==> config.mk <==
export PLATFORM = sky130hd
export DESIGN_NAME = sem_token_bank
export DESIGN_NICKNAME = d
export VERILOG_FILES = /design/src/rtl/sem_pkg.sv /design/src/rtl/sem_port_decode.sv /design/src/rtl/sem_latch.sv /design/src/rtl/sem_read_port.sv /design/src/rtl/sem_token_bank.sv
export SDC_FILE = /design/constraint.sdc
export NUM_CORES = 1
export LEC_CHECK = 0
export BUFFER_PORTS_ARGS = -buffer_cell sky130_fd_sc_hd__buf_4
export CORE_MARGIN = 10
export CORE_UTILIZATION = 46
export CTS_BUF_LIST = sky130_fd_sc_hd__clkbuf_16
export CTS_CLUSTER_SIZE = 12
export DETAILED_ROUTE_END_ITERATION = 8
export PLACE_DENSITY_LB_ADDON = 0.25
export SLEW_MARGIN = 20
export SYNTH_ARGS = -nofsm -noshare
export SYNTH_HDL_FRONTEND = slang
export SYNTH_HIERARCHICAL = 1
export SYNTH_SLANG_ARGS = --single-unit
==> constraint.sdc <==
create_clock -name clk -period 1.7 [get_ports clk]
set_input_delay 0.255 -clock clk [delete_from_list [all_inputs] [get_ports clk]]
set_output_delay 0.255 -clock clk [all_outputs]
set_load 0.01 [all_outputs]
==> src/rtl/sem_pkg.sv <==
package sem_pkg;
  typedef enum logic [1:0] {
    SEM_FREE  = 2'd0,
    SEM_LEFT  = 2'd1,
    SEM_RIGHT = 2'd2
  } sem_owner_e;
endpackage

==> src/rtl/sem_port_decode.sv <==
module sem_port_decode #(
  parameter int NUM_SEM = 8,
  parameter int ADDR_W  = 16,
  parameter int DATA_W  = 16,
  localparam int IDX_W  = $clog2(NUM_SEM)
) (
  input  logic               sel,
  input  logic               ce,
  input  logic               wr,
  input  logic [ADDR_W-1:0]  addr,
  input  logic [DATA_W-1:0]  wdata,
  output logic [IDX_W-1:0]   idx,
  output logic               rd_en,
  output logic [NUM_SEM-1:0] req_vec,
  output logic [NUM_SEM-1:0] rel_vec
);
  logic access;

  // only a semaphore select with the memory enable idle is an access
  assign access = sel & ~ce;
  // upper address bits dropped
  assign idx    = addr[IDX_W-1:0];
  assign rd_en  = access & ~wr;

  // only bit 0 of the write data is decoded
  for (genvar g = 0; g < NUM_SEM; g++) begin : g_dec
    logic hit;
    assign hit        = access & wr & (idx == g[IDX_W-1:0]);
    assign req_vec[g] = hit & ~wdata[0];
    assign rel_vec[g] = hit &  wdata[0];
  end
endmodule

==> src/rtl/sem_latch.sv <==
module sem_latch
  import sem_pkg::*;
(
  input  logic clk,
  input  logic rst,
  input  logic l_req,
  input  logic l_rel,
  input  logic r_req,
  input  logic r_rel,
  output logic own_l,
  output logic own_r
);
  sem_owner_e owner_q, owner_d;
  logic       pend_q, pend_d;   // request waiting from the non-owning side
  logic       wait_r, wait_l;

  assign wait_r = (pend_q | r_req) & ~r_rel;
  assign wait_l = (pend_q | l_req) & ~l_rel;

  always_comb begin
    owner_d = owner_q;
    pend_d  = pend_q;
    unique case (owner_q)
      SEM_FREE: begin
        if (l_req) begin           // left wins a tie
          owner_d = SEM_LEFT;
          pend_d  = r_req;
        end else if (r_req) begin
          owner_d = SEM_RIGHT;
          pend_d  = 1'b0;
        end
      end
      SEM_LEFT: begin
        if (l_rel) begin           // hand over or free
          owner_d = wait_r ? SEM_RIGHT : SEM_FREE;
          pend_d  = 1'b0;
        end else begin
          pend_d  = wait_r;
        end
      end
      SEM_RIGHT: begin
        if (r_rel) begin
          owner_d = wait_l ? SEM_LEFT : SEM_FREE;
          pend_d  = 1'b0;
        end else begin
          pend_d  = wait_l;
        end
      end
      default: begin
        owner_d = SEM_FREE;
        pend_d  = 1'b0;
      end
    endcase
  end

  always_ff @(posedge clk) begin
    if (rst) begin
      owner_q <= SEM_FREE;
      pend_q  <= 1'b0;
    end else begin
      owner_q <= owner_d;
      pend_q  <= pend_d;
    end
  end

  assign own_l = (owner_q == SEM_LEFT);
  assign own_r = (owner_q == SEM_RIGHT);

  p_tie_left_r9: assert property (@(posedge clk) disable iff (rst)
    (!own_l && !own_r && l_req && r_req) |=> (own_l && pend_q));

  p_no_steal_r4: assert property (@(posedge clk) disable iff (rst)
    (own_l && !l_rel && r_req) |=> (own_l && pend_q));

  p_handover_r5: assert property (@(posedge clk) disable iff (rst)
    (own_l && l_rel && pend_q && !r_rel) |=> own_r);

  p_free_r5: assert property (@(posedge clk) disable iff (rst)
    (own_r && r_rel && !pend_q && !l_req) |=> (!own_l && !own_r));
endmodule

==> src/rtl/sem_read_port.sv <==
module sem_read_port #(
  parameter int NUM_SEM = 8,
  parameter int DATA_W  = 16,
  localparam int IDX_W  = $clog2(NUM_SEM)
) (
  input  logic               clk,
  input  logic               rst,
  input  logic               rd_en,
  input  logic [IDX_W-1:0]   idx,
  input  logic [NUM_SEM-1:0] view,   // 1 = this port does not hold the token
  output logic [DATA_W-1:0]  rdata
);
  always_ff @(posedge clk) begin
    if (rst)        rdata <= '1;
    else if (rd_en) rdata <= {DATA_W{view[idx]}};
  end

  p_hold_r7: assert property (@(posedge clk) disable iff (rst)
    !rd_en |=> $stable(rdata));

  p_fill_r6: assert property (@(posedge clk) disable iff (rst)
    1'b1 |=> (rdata == '0 || rdata == '1));
endmodule

==> src/rtl/sem_token_bank.sv <==
module sem_token_bank #(
  parameter int NUM_SEM = 8,
  parameter int ADDR_W  = 16,
  parameter int DATA_W  = 16,
  localparam int IDX_W  = $clog2(NUM_SEM)
) (
  input  logic              clk,
  input  logic              rst,
  input  logic              l_sel,
  input  logic              l_ce,
  input  logic              l_wr,
  input  logic [ADDR_W-1:0] l_addr,
  input  logic [DATA_W-1:0] l_wdata,
  output logic [DATA_W-1:0] l_rdata,
  input  logic              r_sel,
  input  logic              r_ce,
  input  logic              r_wr,
  input  logic [ADDR_W-1:0] r_addr,
  input  logic [DATA_W-1:0] r_wdata,
  output logic [DATA_W-1:0] r_rdata
);
  logic [IDX_W-1:0]   l_idx, r_idx;
  logic               l_rd, r_rd;
  logic [NUM_SEM-1:0] l_req, l_rel, r_req, r_rel;
  logic [NUM_SEM-1:0] own_l, own_r;

  sem_port_decode #(.NUM_SEM(NUM_SEM), .ADDR_W(ADDR_W), .DATA_W(DATA_W)) u_dec_l (
    .sel(l_sel), .ce(l_ce), .wr(l_wr), .addr(l_addr), .wdata(l_wdata),
    .idx(l_idx), .rd_en(l_rd), .req_vec(l_req), .rel_vec(l_rel));

  sem_port_decode #(.NUM_SEM(NUM_SEM), .ADDR_W(ADDR_W), .DATA_W(DATA_W)) u_dec_r (
    .sel(r_sel), .ce(r_ce), .wr(r_wr), .addr(r_addr), .wdata(r_wdata),
    .idx(r_idx), .rd_en(r_rd), .req_vec(r_req), .rel_vec(r_rel));

  for (genvar g = 0; g < NUM_SEM; g++) begin : g_sem
    sem_latch u_latch (
      .clk(clk), .rst(rst),
      .l_req(l_req[g]), .l_rel(l_rel[g]),
      .r_req(r_req[g]), .r_rel(r_rel[g]),
      .own_l(own_l[g]), .own_r(own_r[g]));
  end

  sem_read_port #(.NUM_SEM(NUM_SEM), .DATA_W(DATA_W)) u_rd_l (
    .clk(clk), .rst(rst), .rd_en(l_rd), .idx(l_idx), .view(~own_l), .rdata(l_rdata));

  sem_read_port #(.NUM_SEM(NUM_SEM), .DATA_W(DATA_W)) u_rd_r (
    .clk(clk), .rst(rst), .rd_en(r_rd), .idx(r_idx), .view(~own_r), .rdata(r_rdata));

  p_one_owner_r3: assert property (@(posedge clk) disable iff (rst)
    (own_l & own_r) == '0);

  p_ignore_illegal_r8: assert property (@(posedge clk) disable iff (rst)
    (l_ce && r_ce) |=> ($stable(own_l) && $stable(own_r)));
endmodule

Word level (Yosys, flattened, before mapping)
Index checks and enable logic that the tools add are counted.
{ "word_totals": {"regBits": 26, "in_bits": 72, "output_inout_bits": 32} }
{ "op_classes": {"n_lt_le_gt_ge": 2, "n_eq_ne": 54, "muxes": 100, "bitwise": 110, "reduce_logical": 18} }
{ "ops": {"columns": ["op", "count"], "rows": [
  ["2-to-1 mux 2 bit", 40],
  ["bitwise AND 1 bit", 70],
  ["one-hot mux 2 bit (3 select lines)", 8],
  ["2-to-1 mux 1 bit", 42],
  ["inequality test 2 x 1 -> 1 bit, second input constant", 16],
  ["== test 3 bit, second input constant", 8],
  ["inequality test 3 x 1 -> 1 bit, second input constant", 8],
  ["one-hot mux 1 bit (3 select lines)", 8],
  ["AND reduction 3 bit", 8],
  ["inverter 1 bit", 22],
  ["== test 2 x 1 -> 1 bit, second input constant", 8],
  ["== test 2 bit, second input constant", 8],
  ["logical NOT 2 bit", 8],
  ["inverter 8 bit", 2],
  ["OR 1 bit", 16],
  ["== test 3 x 2 -> 1 bit, second input constant", 4],
  ["< comparator 3 x 4 -> 1 bit, second input constant", 2],
  ["binary-select mux 1 bit (select 3 bit)", 2],
  ["== test 3 x 1 -> 1 bit, second input constant", 2],
  ["logical NOT 3 bit", 2]
]} }

Logic depth before layout (Yosys ltp)
{ "logic_depth": {"word_depth": 10, "ltp_mapped": 7, "mapped_depth_nobuf": 6} }

By module
The synthesis kept the hierarchy.
{ "by_module_without_submodules": {"columns": ["mod", "n_inst", "cells_per_inst", "area_each_um2", "seq_area_each_um2"], "rows": [
  ["sem_latch (g_sem[4].u_latch ...)", 4, 32, 257.7, 60.1],
  ["sem_latch (g_sem[0].u_latch ...)", 4, 28, 209.0, 60.1],
  ["sem_read_port", 2, 26, 219.0, 20.0],
  ["sem_port_decode", 2, 33, 207.7, 0.0],
  ["sem_token_bank", 1, 16, 60.1, 0.0]
]} }

Least setup slack after synthesis
Ideal clock, no wire load.
{ "synth_path": {"path_type": "input to register", "start": "input port l_addr[1]", "end": "register g_sem[0].u_latch.pend_q", "setup_time_ns": 0.095, "t_arrival_ns": 1.614, "t_required_ns": 1.605, "slack_ns": -0.010, "cell_stages": 6, "path_buffers": 1, "cell_sequence": "nand4bb_1 > buf_2 > nor4_1 > o21a_1 > o21ai_0 > a221oi_1"} }
{ "synth_via": {"elab_chain_len": 7, "word_cells_on_any_way": 12} }
{ "synth_rtl": {"columns": ["element", "line_no", "source"], "rows": [
  ["start: declaration", "sem_token_bank.sv:12", "input logic [ADDR_W-1:0] l_addr,"],
  ["logical NOT 3 bit (*)", "sem_port_decode.sv:28", "assign hit = access & wr & (idx == g[IDX_W-1:0]);"],
  ["bitwise AND 1 bit (*)", "sem_port_decode.sv:28", null],
  ["bitwise AND 1 bit (*)", "sem_port_decode.sv:29", "assign req_vec[g] = hit & ~wdata[0];"],
  ["net l_req[0]", "sem_token_bank.sv:24", "logic [NUM_SEM-1:0] l_req, l_rel, r_req, r_rel;"],
  ["OR 1 bit", "sem_latch.sv:18", "assign wait_l = (pend_q | l_req) & ~l_rel;"],
  ["bitwise AND 1 bit", "sem_latch.sv:18", null],
  ["2-to-1 mux 1 bit", "sem_latch.sv:42", "if (r_rel) begin"],
  ["one-hot mux 1 bit (3 select lines)", "sem_latch.sv:23", "unique case (owner_q)"],
  ["end signal: assignment", "sem_latch.sv:62", "pend_q <= pend_d;"],
  ["end: declaration", "sem_latch.sv:14", "logic pend_q, pend_d;"]
]} }
Mark *: on every way through the listed nets, which the timed path passes. The rest lies on a longest branch.
A chain may end at the register's enable or synchronous reset.

Worst setup path in the final report
{ "layout_path": {"start": "input port l_addr[1]", "end": "register g_sem[0].u_latch.owner_q[1]"} }
{ "layout_via": {"elab_chain_len": 5, "word_cells_on_any_way": 9} }
{ "layout_rtl": {"columns": ["element", "line_no", "source"], "rows": [
  ["logical NOT 3 bit", "sem_port_decode.sv:28", null],
  ["bitwise AND 1 bit", "sem_port_decode.sv:28", null],
  ["bitwise AND 1 bit", "sem_port_decode.sv:30", "assign rel_vec[g] = hit & wdata[0];"],
  ["net l_rel[0]", "sem_token_bank.sv:24", null],
  ["inequality test 2 x 1 -> 1 bit (no line)", null, null],
  ["AND reduction 3 bit (no line)", null, null],
  ["end signal: assignment", "sem_latch.sv:61", "owner_q <= owner_d;"],
  ["end: declaration", "sem_latch.sv:13", "sem_owner_e owner_q, owner_d;"]
]} }
The timed path passes the listed nets, and every way through them passes these cells.

==> results by group <==
Hold path
  – Hold path endpoint: u_rd_r/rdata[0]
  – HP Class: input port to flip-flop
  – Hold path cells: 4
  – Min-delay src: r_ce

Status
  – Status: complete, no violations

Timing
  – Max Fclk: between 600 and 700 MHz
  – Crit path time final: ~1.6 ns
  – Worst Tran Pin Value: 0.507 ns
  – Hold WS: roughly 0.31 ns
  – RSZ-0062 raised after global routing: false
  – Final Setup Violations: 0
  – Tcrit/Tclk final: 0.918
  – Relative slew margins: 0.662
  – Clock Skews: 0.00455 ns
  – Max Slew Vio Count: 0
  – Fin. Hold Viols: 0

Die
  – Initial Util: 0.472
  – Chip height: 97.7 µm
  – Number of cell rows: 28
  – IO Pins: 104
  – Die W: a little under 100 µm
  – Die ar.: 0.00955 mm²
  – Total core area: roughly 0.0059 mm²

Critical path
  – CP bufs+invs: 2
  – RR Startpoint: g_sem[6].u_latch/owner_q[0]
  – Max stage delay on crit path: 0.50 ns
  – FF-to-FF setup slack: 0.18 ns
  – Crit path max fanout: 4
  – Reg-to-Reg End: u_rd_l/rdata[0]
  – Crit end category: flip-flop
  – CP Cell Sequence: buf_4, nand4bb_1, nor3_1, inv_1, or4_1, a21oi_1
  – Required @ worst endpoint: between 1.5 and 2 ns
  – CP Class: input port to flip-flop
  – Slowest-stage cell, CP: or4_1
  – CP top delay family: simple AND/OR/NAND/NOR gates
  – Worst-case reg-to-reg path depth: 5
  – CP Launch Type: input port
  – CP arrival: 1.76 ns

Placed design
  – GP Congestion: 0.865
  – Port buffer count: 47
  – Dpl cells: about 500
  – Detailed Place HPWL: 5300 µm

Routing
  – DRT Wirelength: about 6700 µm
  – Vias per inst: 5.31
  – Residual DRC count: 0
  – Post-route ant nets: 0
  – Initial DRC Count: between 100 and 150
  – DR top layer: met4
  – M1 WL: 3230 µm
  – DR WL met3: 371 µm
  – Met2 Wirelength: about 3000 µm
  – First drt pass iteration count: 4
  – Total number of vias: 2657
  – Wire per inst: 13.3 µm

Clock network
  – Clk slew on worst S/H paths: 0.07 ns
  – H-tree depth: 1
  – Clock sink total: 26
  – CTS Buf Count: 3
  – Root Buffer: clkbuf_16
  – Clk Latency, worst-skew pair: 0.27 ns
  – Clock Tree Buf Depth: 2
  – CTS tree: built
  – Post-CTS Hold Fix Bufs: 0

GRT
  – Vias in the first global route: 2450
  – Initial antenna violation count: 0
  – Overflow after GRT: 0
  – Largest net degree at the start of global routing: 27
  – First-pass GRT wire length: 11100 µm
  – Total GRT Usage: 0.132

Run
  – Max Cap Violations: 0

Yosys
  – Register area share after synthesis: 0.187
  – Synth Area per Inst: 7.43 µm²
  – Post-synth top flop: dfxtp_1
  – Post-synth top area cell: dfxtp_1
  – Mapped Nets: 446
  – Synth warn: 6
  – Top cells by count, synth: nor2_1 (52), buf_4 (36), nor3_1 (28), dfxtp_1 (26), inv_1 (26)
  – Post-synth EDFFs: 0
  – Asr flop ratio synth: 0
  – Post-synthesis register bit count: 26
  – Syn Inst Count: 374
  – Netlist cell types: 45
  – Cell with the most instances after synthesis: nor2_1
  – Area contributors post-synth: dfxtp_1 (19%), buf_4 (9.7%), nor2_1 (7.0%)
  – Post-synth top area share: 0.187
  – Post-Syn Area: 0.00278 mm²

Power
  – Max IR drop VDD: approximately 0.42 mV
  – Leak: ~1.3 nW
  – Pwr Density: 620 mW/mm²

Cells and area
  – Share of post-route cells with drive strength above 1: 0.339
  – Antenna Cells: 0
  – # nets final: 498
  – P&R area growth vs syn: 19.4%
  – Finished Layout Cells: 500
[worst max-delay path by stage]
stage,start,end,slack [ns],cells after the start
floorplan,r_addr[1],g_sem[0].u_latch/owner_q[1],0.02,6
global placement,l_addr[1],g_sem[0].u_latch/owner_q[1],-0.13,6
global route,l_addr[1],g_sem[1].u_latch/pend_q,0.02,8
detailed placement,l_addr[1],g_sem[0].u_latch/owner_q[1],-0.15,6
CTS,l_addr[1],g_sem[4].u_latch/pend_q,0.11,8
finish,l_addr[1],g_sem[0].u_latch/owner_q[1],0.14,6
[state kept, by name (all words and copies together), names as in the netlist]
register               count
g_sem.u_latch/pend_q       8
u_rd_l/rdata               1
u_rd_r/rdata               1
g_sem.u_latch/owner_q     16
[cells in the final DEF (no fill, tap or decap), types with 6 or more instances in the layout]
master,Yosys,layout
a21oi_1,22,22
buf_4,36,103
dfxtp_1,26,26
inv_1,26,26
nand2_1,14,14
nand2b_1,6,6
nand3_1,6,6
nor2_1,52,51
nor2b_1,6,6
nor2b_4,8,8
nor3_1,28,28
nor3b_1,6,6
o21ai_0,10,10
or2_1,8,8
xnor2_1,8,8
[layer usage]
metal  GRT usage  vias up
li1            -     1365
met1       0.172     1234
met2       0.212       52
met3      0.0338        6
met4      0.0369        0
met5           0        -
[tightest hold or removal path, stage by stage]
cell     delay (ns)
buf_4          0.09
nor3b_1        0.05
o21ai_0        0.07
o31ai_1        0.07
[power by group]
part	internal, mW	total (mW)	switching (mW)
clock network	0.316	0.555	0.239
registers	0.675	0.762	0.0865
logic	0.397	0.741	0.344
total	1.39	2.06	0.669
[final cells by class]
class / count / area [µm²]
clock inverter: 1 / 3.75
clock buffer: 3 / 75.1
inverter: 30 / 118
fill: 554 / 2570
timing repair buffer: 103 / 773
multi-input combinational: 262 / 1730
tap: 75 / 93.8
sequential: 26 / 520
[what timing repair did]
action	4_1_cts	5_1_grt
endpoints found under the setup margin	0	4
gates resized for setup	0	3
setup buffers	0	0
[logic make-up (layout without fill, tap and decap cells)]
logic type / Yosys count / in the layout / synth area share
flip-flops: 26 / 26 / 0.187
AND/OR/NAND/NOR: 166 / 166 / 0.348
AO/OA/AOI/OAI: 80 / 80 / 0.203
buffers and inverters: 86 / 137 / 0.198
multiplexers: 8 / 8 / 0.0387
XOR/XNOR: 8 / 8 / 0.0252
[metrics by stage]
| stage | setup slack (ns) | TNS (ns) | area [µm²] | utilization | total power [mW] |
|---|---|---|---|---|---|
| after CTS | 0.108 | 0 | 3310 | 0.562 | 2.07 |
| after global placement | -0.126 | -1.10 | 3230 | 0.548 | 1.50 |
| after floorplan | 0.0196 | 0 | 2790 | - | 1.36 |
| after global routing | 0.0153 | 0 | 3320 | 0.564 | 2.18 |
| after detailed placement | -0.153 | -1.60 | 3230 | 0.548 | 1.52 |
| final | 0.140 | 0 | 3320 | 0.564 | 2.06 |
(Power assumes the default switching activity.)
